[src/rtl/sortmerge_pkg.sv]
package sortmerge_pkg;

    localparam int unsigned SM_DW        = 4;
    localparam int unsigned SM_STREAMS   = 4;
    localparam int unsigned SM_DEPTH_DEF = 5;

    typedef struct packed {
        logic             v;
        logic [SM_DW-1:0] d;
    } elem_t;

    localparam elem_t ELEM_NONE = '{v: 1'b0, d: '0};

    typedef enum logic [0:0] {
        SM_FILL  = 1'b0,
        SM_DRAIN = 1'b1
    } phase_t;

    // Left head is chosen when it is valid and not smaller than the right one.
    function automatic logic take_left(elem_t l, elem_t r);
        return l.v && (!r.v || (l.d >= r.d));
    endfunction

endpackage

[src/rtl/sm_cell.sv]
module sm_cell
    import sortmerge_pkg::*;
(
    input  logic  clk,
    input  logic  rst,
    input  logic  fill_en,
    input  logic  pop,
    input  elem_t ins,
    input  elem_t below,
    output elem_t held,
    output elem_t pass
);

    elem_t held_q;
    elem_t pass_q;

    always_ff @(posedge clk) begin
        if (rst) begin
            held_q <= ELEM_NONE;
            pass_q <= ELEM_NONE;
        end else if (pop) begin
            held_q <= below;
            pass_q <= ELEM_NONE;
        end else if (fill_en && ins.v) begin
            if (!held_q.v) begin
                held_q <= ins;
                pass_q <= ELEM_NONE;
            end else if (ins.d > held_q.d) begin
                held_q <= ins;
                pass_q <= held_q;
            end else begin
                pass_q <= ins;
            end
        end else begin
            pass_q <= ELEM_NONE;
        end
    end

    assign held = held_q;
    assign pass = pass_q;

    // an empty cell absorbs what it receives and spills nothing downstream
    a_r3_empty_cell_no_spill: assert property (@(posedge clk) disable iff (rst)
        !held_q.v |=> !pass_q.v);

endmodule

[src/rtl/sm_stream_sorter.sv]
module sm_stream_sorter
    import sortmerge_pkg::*;
#(
    parameter int unsigned DEPTH = SM_DEPTH_DEF
) (
    input  logic  clk,
    input  logic  rst,
    input  logic  fill_en,
    input  logic  pop,
    input  elem_t ins,
    output elem_t head
);

    elem_t held  [DEPTH];
    elem_t pass  [DEPTH];
    elem_t feed  [DEPTH];
    elem_t below [DEPTH];

    for (genvar i = 0; i < DEPTH; i++) begin : g_cell
        if (i == 0) begin : g_first
            assign feed[i] = ins;
        end else begin : g_next
            assign feed[i] = pass[i-1];
        end

        if (i == DEPTH - 1) begin : g_tail
            assign below[i] = ELEM_NONE;
        end else begin : g_mid
            assign below[i] = held[i+1];
        end

        sm_cell u_cell (
            .clk     (clk),
            .rst     (rst),
            .fill_en (fill_en),
            .pop     (pop),
            .ins     (feed[i]),
            .below   (below[i]),
            .held    (held[i]),
            .pass    (pass[i])
        );

        if (i < DEPTH - 1) begin : g_order_chk
            // the chain stays sorted, filled from the head, at every cycle
            a_r2_chain_sorted: assert property (@(posedge clk) disable iff (rst)
                held[i+1].v |-> (held[i].v && (held[i].d >= held[i+1].d)));
        end
    end

    assign head = held[0];

    // within the stated batch size the last cell never has to drop a value
    a_r3_depth_bound: assert property (@(posedge clk) disable iff (rst)
        !pass[DEPTH-1].v);

endmodule

[src/rtl/sm_merge.sv]
module sm_merge
    import sortmerge_pkg::*;
(
    input  elem_t left,
    input  elem_t right,
    input  logic  pop,
    output elem_t head,
    output logic  pop_l,
    output logic  pop_r
);

    logic pick_l;

    always_comb begin
        pick_l = take_left(left, right);
        head   = pick_l ? left : right;
        pop_l  = pop && pick_l;
        pop_r  = pop && !pick_l && right.v;
    end

endmodule

[src/rtl/sort_merge_array.sv]
module sort_merge_array
    import sortmerge_pkg::*;
#(
    parameter int unsigned LIST_DEPTH = SM_DEPTH_DEF
) (
    input  logic                           clk,
    input  logic                           rst,
    input  logic [SM_STREAMS-1:0]          in_valid,
    input  logic [SM_STREAMS*SM_DW-1:0]    in_data,
    output logic                           out_valid,
    output logic [SM_DW-1:0]               out_data
);

    localparam int unsigned CNT_W = $clog2(LIST_DEPTH + 1);
    localparam logic [CNT_W-1:0] IDLE_LAST = CNT_W'(LIST_DEPTH - 1);
    localparam int unsigned PAIRS = SM_STREAMS / 2;

    phase_t           phase_q;
    logic             seen_q;
    logic [CNT_W-1:0] idle_q;

    logic  fill_en;
    logic  root_pop;
    elem_t leaf_head [SM_STREAMS];
    logic  leaf_pop  [SM_STREAMS];
    elem_t mid_head  [PAIRS];
    logic  mid_pop   [PAIRS];
    elem_t root_head;

    assign fill_en  = (phase_q == SM_FILL);
    assign root_pop = (phase_q == SM_DRAIN) && root_head.v;

    for (genvar s = 0; s < SM_STREAMS; s++) begin : g_stream
        elem_t lane;
        assign lane = '{v: in_valid[s], d: in_data[s*SM_DW +: SM_DW]};

        sm_stream_sorter #(.DEPTH(LIST_DEPTH)) u_sorter (
            .clk     (clk),
            .rst     (rst),
            .fill_en (fill_en),
            .pop     (leaf_pop[s]),
            .ins     (lane),
            .head    (leaf_head[s])
        );
    end

    for (genvar m = 0; m < PAIRS; m++) begin : g_mid
        sm_merge u_node (
            .left  (leaf_head[2*m]),
            .right (leaf_head[2*m+1]),
            .pop   (mid_pop[m]),
            .head  (mid_head[m]),
            .pop_l (leaf_pop[2*m]),
            .pop_r (leaf_pop[2*m+1])
        );
    end

    sm_merge u_root (
        .left  (mid_head[0]),
        .right (mid_head[1]),
        .pop   (root_pop),
        .head  (root_head),
        .pop_l (mid_pop[0]),
        .pop_r (mid_pop[1])
    );

    always_ff @(posedge clk) begin
        if (rst) begin
            phase_q   <= SM_FILL;
            seen_q    <= 1'b0;
            idle_q    <= '0;
            out_valid <= 1'b0;
            out_data  <= '0;
        end else begin
            unique case (phase_q)
                SM_FILL: begin
                    out_valid <= 1'b0;
                    if (|in_valid) begin
                        seen_q <= 1'b1;
                        idle_q <= '0;
                    end else if (seen_q) begin
                        if (idle_q == IDLE_LAST) begin
                            phase_q <= SM_DRAIN;
                            seen_q  <= 1'b0;
                            idle_q  <= '0;
                        end else begin
                            idle_q <= idle_q + 1'b1;
                        end
                    end
                end
                SM_DRAIN: begin
                    out_valid <= root_head.v;
                    if (root_head.v) begin
                        out_data <= root_head.d;
                    end else begin
                        phase_q <= SM_FILL;
                    end
                end
                default: phase_q <= SM_FILL;
            endcase
        end
    end

    // consecutive output elements never increase
    a_r2_out_descending: assert property (@(posedge clk) disable iff (rst)
        (out_valid && $past(out_valid)) |-> (out_data <= $past(out_data)));

    // the root head dominates both first-level heads
    a_r2_root_dominates: assert property (@(posedge clk) disable iff (rst)
        root_head.v |-> ((!mid_head[0].v || root_head.d >= mid_head[0].d) &&
                         (!mid_head[1].v || root_head.d >= mid_head[1].d)));

    // once a valid run ends, the next cycle is quiet as well
    a_r5_run_unbroken: assert property (@(posedge clk) disable iff (rst)
        $fell(out_valid) |=> !out_valid);

    // outside the drain phase no element is launched
    a_r7_quiet_outside_drain: assert property (@(posedge clk) disable iff (rst)
        (phase_q != SM_DRAIN) |=> !out_valid);

endmodule

[config.mk]
export PLATFORM = sky130hd
export DESIGN_NAME = sort_merge_array
export DESIGN_NICKNAME = d
export VERILOG_FILES = /design/src/rtl/sortmerge_pkg.sv /design/src/rtl/sm_cell.sv /design/src/rtl/sm_stream_sorter.sv /design/src/rtl/sm_merge.sv /design/src/rtl/sort_merge_array.sv
export SDC_FILE = /design/constraint.sdc
export NUM_CORES = 1
export LEC_CHECK = 0
export ABC_AREA = 0
export BUFFER_PORTS_ARGS = -buffer_cell sky130_fd_sc_hd__buf_2
export CORE_UTILIZATION = 25
export CTS_CLUSTER_SIZE = 8
export DETAILED_ROUTE_END_ITERATION = 6
export HOLD_SLACK_MARGIN = 0.08
export PLACE_DENSITY = 0.39
export SYNTH_ARGS = -nofsm -noshare
export SYNTH_HDL_FRONTEND = slang
export SYNTH_HIERARCHICAL = 1
export SYNTH_SLANG_ARGS = --single-unit
[constraint.sdc]
create_clock -name clk -period 4.5 [get_ports clk]
set_input_delay 0.45 -clock clk [delete_from_list [all_inputs] [get_ports clk]]
set_output_delay 0.45 -clock clk [all_outputs]
set_load 0.02 [all_outputs]
==> impl_metrics.yaml, run 1 <==
layout:
  fill_cells: 4412
  final_area_um2: 11900
  drive_gt1_frac: 0.0982
  nNetsFinal: 1294
  area_delta_synth_final_pct: 14.3
power_and_ir_drop:
  p_per_area_nw_per_um2: 303
  p_seq_frac: 0.480
  p_leak_nw: 4.24
  peakVddDrop_uv: 232
  p_int_w: 0.00268
  p_clk_frac: 0.438
  p_sw_frac: 0.259
  p_switching_w: 0.000936
  p_comb_frac: 0.082
die:
  row_count: 74
  io_pins: 27
  start_util: 0.255
  design.die.area_um2: 42600
  fp.dieH_um: 206
  coreArea_um2: 41000
  fp.dieW_um: 206
placed_design:
  hpwl_um: 18000
  portBuffers: 26
  place_area_um2: 11300
  gp_congestion: 0.748
setup_path:
  cp_slowest_cell: "dfxtp_1"
  crit_path_max_incr_delay_ns: 0.42
  arrival_ns: 4.02
  worst-path-buf-inv: 3
  worstPathRequired_ns: 4.82
  start_kind: "flip-flop"
  crit_chain: "inv_1, ha_1, nor3b_2, nor2_1, o21ai_4, mux2_1, inv_1, ha_1, o211ai_1, nor2_1, o21ai_4, and3_2, and3_2, inv_1, nor2_1, a211oi_1"
  setup.worst_path.end_class: "flip-flop"
  critPathKind: "flip-flop to flip-flop"
  critical_path.top_delay_family: "simple AND/OR/NAND/NOR gates"
  critPathMaxFanout: 19
global_route:
  grt_pass1_wl_um: 41100
  grt_max_degree: 70
  antenna_found_initial: 3
  grt_usage: 0.122
  overflow: 0
  grt_pass1_vias: 7878
sta:
  period_share: 0.823
  fin_tns_setup_ns: 0
  setup_viol: 0
  fin_skew_ns: 0.0174
  final_max_slew_viol_count: 0
  grt_setup_unrepaired: "no"
  finalHoldViolations: 0
  tightestPinTransition_ns: 0.935
  max_clock_freq_ghz: 0.270
  post-route-min-period_ns: 3.70
  slew_headroom: 0.376
status:
  status: "complete, but fails checks"
  violations: "design-rule violations"
drt:
  first_iter_violations: 313
  dr.pass1.iters: 7
  drcViolationCount: 2
  drt-total-wl_um: 24200
  via_per_inst: 4.47
  drtAntennaViolNets: 0
  wire_per_inst_um: 14.1
  via_count: 7709
cts:
  clkLatencyLatePin_ns: 0.45
  cts_root_buf: "clkbuf_16"
  cts_sinks: 190
  htree_levels: 4
  cts_buffers: 17
  hold_buffers: 0
  clkTransAtPathRegs_ns: 0.08
  cts_setup_buffers: 0
  clock_path_buffers: 2
  cts_tree: "built"
  cts_resized: 0
synth:
  yosys_warnings: 6
  synthCells: 1116
  syn-cell-area_um2: 10400
  avgSynthCellArea_um2: 9.36
flow_run:
  max-cap-violations: 0
min_path:
  hold_class: "primary input to flip-flop"
[registers in the layout (all words and copies together), names as in the netlist]
register                              cells
idle_q                                    3
out_data                                  4
g_stream.u_sorter/g_cell.u_cell/pass     80
seen_q                                    1
g_stream.u_sorter/g_cell.u_cell/held    100
phase_q                                   1
out_valid                                 1
[power by group through the flow]
stage,Combinational (W),Clock (W),Sequential [W]
after global placement,0.000300,0,0.00177
after CTS,0.000301,0.00165,0.00173
after floorplan,0.000221,0,0.00176
after detailed placement,0.000299,0,0.00177
final,0.000297,0.00158,0.00173
after global routing,0.000335,0.00171,0.00174
[metrics by stage]
step                      worst slack (ns)  cells  total power (W)  hold WS (ns)   util
after CTS                            0.788   1723          0.00369         0.243  0.291
after global routing                 0.445   1723          0.00379         0.275  0.291
after global placement               0.889   1691          0.00207         0.476  0.276
final                                0.798   1724          0.00361         0.277  0.291
after detailed placement             0.817   1691          0.00207         0.477  0.276
after floorplan                      0.794   1132          0.00198         0.459      -
[worst reg2reg max path, delay by kind of cell, from the launching register on]
family,cells,cell delay (ns)
DFF,1,0.42
adders and majority gates,2,0.52
muxes,1,0.39
buffers and inverters,3,0.37
AOI/OAI and AO/OA,4,0.72
and+or+nand+nor,6,1.17
[path summary, 6_finish.rpt]
check	start	endpoint	slack [ns]	depth (start not counted)
min	in_data[8]	g_stream[2].u_sorter/g_cell[0].u_cell/pass[0]	0.28	3
min reg2reg	out_data[3]	out_data[3]	0.49	2
max reg2reg	g_stream[2].u_sorter/g_cell[0].u_cell/held[0]	g_stream[3].u_sorter/g_cell[4].u_cell/held[2]	0.80	16
max	g_stream[2].u_sorter/g_cell[0].u_cell/held[0]	g_stream[3].u_sorter/g_cell[4].u_cell/held[2]	0.80	16
[cell usage in the layout (no fill, tap or decap), drive strengths merged, types with 4 or more instances in the layout]
cell      n
nor2    173
and4     20
o211ai   23
buf      29
nor2b    22
mux2     12
nand3     5
dfxtp   190
clkbuf   18
inv     163
nor3     16
a211oi   81
a31oi    21
clkinv    4
a21o     20
a221oi   20
conb     20
or2       4
a21oi    43
mux2i   144
o21ai     4
nand2    46
nand3b    4
ha       94
[layer usage]
| layer | track usage | wire length (um) | vias to the layer above |
|---|---|---|---|
| li1 | - | - | 4045 |
| met1 | 0.168 | 12800 | 3584 |
| met2 | 0.189 | 10400 | 58 |
| met3 | 0.0293 | 697 | 18 |
| met4 | 0.0307 | 246 | 4 |
| met5 | 0 | 32 | - |
[area by class of cell]
class,instances,area [um^2],area share
inverters,156,586,0.0490
multi-input cells,784,6110,0.512
clock buffers,18,429,0.0359
diodes,1,2.50,0.000210
repair buffers,29,168,0.0140
flip-flops and latches,190,3800,0.319
well taps,532,666,0.0557
clock inverters,14,175,0.0147
(Power assumes the default switching activity.)
==> run 2: changes to the inputs <==
--- a/config.mk
+++ b/config.mk
@@ -5,7 +5,7 @@
 export SDC_FILE = /design/constraint.sdc
 export NUM_CORES = 1
 export LEC_CHECK = 0
-export ABC_AREA = 0
+export ABC_AREA = 1
 export BUFFER_PORTS_ARGS = -buffer_cell sky130_fd_sc_hd__buf_2
 export CORE_UTILIZATION = 25
 export CTS_CLUSTER_SIZE = 8
==> constraint.sdc (replaced) <==
create_clock -name clk -period 3.5 [get_ports clk]
set_input_delay 0.35 -clock clk [delete_from_list [all_inputs] [get_ports clk]]
set_output_delay 0.35 -clock clk [all_outputs]
set_load 0.02 [all_outputs]
==> run 2 against run 1 <==
Critical path depth increased by 16. Wire length grew 37%. Register-to-register slack got worse by 0.62 ns. Non-clock buffer count up 55. Sequential power grew 30%. Total power increased by 46%. Critical path type unchanged. Largest cell class unchanged. Synthesized cell count rose by 63%. Final cell count up 49%. The run now ends clean. Area after synthesis up 16%.
==> impl_metrics.yaml, run 2 <==
status:
  status: "completed"
global_route:
  grt_pass1_vias: 10626
  grt_pass1_wl_um: 53100
  grt_usage: 0.133
  overflow: 0
  antenna_found_initial: 0
  grt_max_degree: 36
placed_design:
  pre_cts_ws_ns: 0.0414
  gp_congestion: 0.777
  hpwl_um: 24800
  portBuffers: 26
layout:
  nNetsFinal: 2053
  layout_common_cells: "nand2_1, inv_1, nor2_1, dfxtp_1, a21oi_1"
  fin_util: 0.317
  mostFrequentLayoutCell: "nand2_1"
  drive_gt1_frac: 0.269
  regArea_um2: 3810
  multi_input_area_um2: 7800
  antenna_cells: 0
  fill_cells: 5199
  area_delta_synth_final_pct: 24.8
  largest_reg_flops: 100
setup_path:
  start_kind: "flip-flop"
  crit_path_max_incr_delay_ns: 0.34
  setup.worst_path.end_class: "flip-flop"
  worstPathRequired_ns: 3.89
  r2r-start: "g_stream[1].u_sorter/g_cell[0].u_cell/held[3]"
  critPathKind: "flip-flop to flip-flop"
  cpMostUsedCell: "nand2_2"
  cp_slowest_cell: "dfxtp_2"
  arrival_ns: 3.71
  critPathMaxFanout: 8
  critPathLaunch: "g_stream[1].u_sorter/g_cell[0].u_cell/held[3]"
sta:
  max_clock_freq_ghz: 0.301
  hold_slack_ns: 0.209
  slew_headroom: 0.588
  finalHoldViolations: 0
  fin_skew_ns: 0.0107
  grt_setup_unrepaired: "yes"
  period_share: 0.948
  tightestPinTransition_ns: 0.617
  post-route-min-period_ns: 3.32
  final_max_slew_viol_count: 0
  setup_ws_ns: 0.183
  setup_viol: 0
die:
  coreArea_um2: 47800
  fp.dieW_um: 222
  fp.dieH_um: 222
  row_count: 80
  design.die.area_um2: 49400
  io_pins: 27
  start_util: 0.254
drt:
  wire_per_inst_um: 12.9
  via_count: 11027
  via_per_inst: 4.30
  drt-total-wl_um: 33100
  dr.pass1.iters: 4
  first_iter_violations: 421
  drtAntennaViolNets: 0
  drcViolationCount: 0
cts:
  cts_tree: "built"
  cts_sinks: 190
  clkLatencyLatePin_ns: 0.45
  cts_buffers: 17
  htree_levels: 4
  cts_root_buf: "clkbuf_16"
  clkTransAtPathRegs_ns: 0.07
  clock_path_buffers: 2
power_and_ir_drop:
  p_leak_nw: 6.97
  peakVddDrop_uv: 302
  p_per_area_nw_per_um2: 349
flow_run:
  max-cap-violations: 0
synth:
  synthCells: 1818
  syn-cell-area_um2: 12100
  yosys_warnings: 6
  avgSynthCellArea_um2: 6.68
min_path:
  hold_class: "primary input to flip-flop"
  hold_start: "in_data[7]"
-- run 2: final timing paths --
kind,cells after the start,end,slack [ns]
worst max-delay path,32,g_stream[3].u_sorter/g_cell[3].u_cell/held[0],0.18
worst min-delay path,3,g_stream[1].u_sorter/g_cell[0].u_cell/pass[3],0.21
worst max register to register,32,g_stream[3].u_sorter/g_cell[3].u_cell/held[0],0.18
worst min register to register,2,idle_q[2],0.48
-- run 2: repair_timing --
action | in CTS | in global routing
setup endpoints to repair | 0 | 172
buffers inserted | 0 | 25
hold buffers | 0 | 0
resized for setup | 0 | 111
-- run 2: report_power, final --
part	leakage, nW	internal [W]	total (W)	switching [W]
clock	0.325	0.00131	0.00224	0.000924
sequential	1.54	0.00221	0.00225	0.0000430
combinational	5.11	0.000284	0.000802	0.000518
-- run 2: cell type report --
type	count	area share
multi-input combinational	1317	0.515
sequential	190	0.252
inverter	327	0.0836
timing repair buffer	84	0.0557
tap	615	0.0508
clock buffer	20	0.0301
clock inverter	12	0.0135
-- run 2: per-stage QoR --
| stage | area (um^2) | TNS (ns) | power (W) | instances |
|---|---|---|---|---|
| CTS | 14300 | 0 | 0.00531 | 2533 |
| floorplan | 12500 | -13.54 | 0.00283 | 1834 |
| global placement | 13700 | 0 | 0.00303 | 2501 |
| global route | 15200 | -1.25 | 0.00556 | 2565 |
| detailed placement | 13700 | 0 | 0.00303 | 2501 |
| finish | 15200 | 0 | 0.00529 | 2565 |
-- run 2: routing by layer --
metal	vias up	GRT usage	wire (um)
met3	21	0.0182	625
met1	4984	0.173	16400
met4	0	0.0392	391
met5	-	0	0
met2	82	0.225	15700
li1	5940	-	-
-- run 2: worst max-delay path, delay by kind of cell (launching register included) --
family                     cells  cell delay (ns)
and+or+nand+nor               21             1.51
buffers and inverters          7             0.60
adders and majority gates      2             0.48
DFF                            1             0.34
AOI/OAI and AO/OA              2             0.30
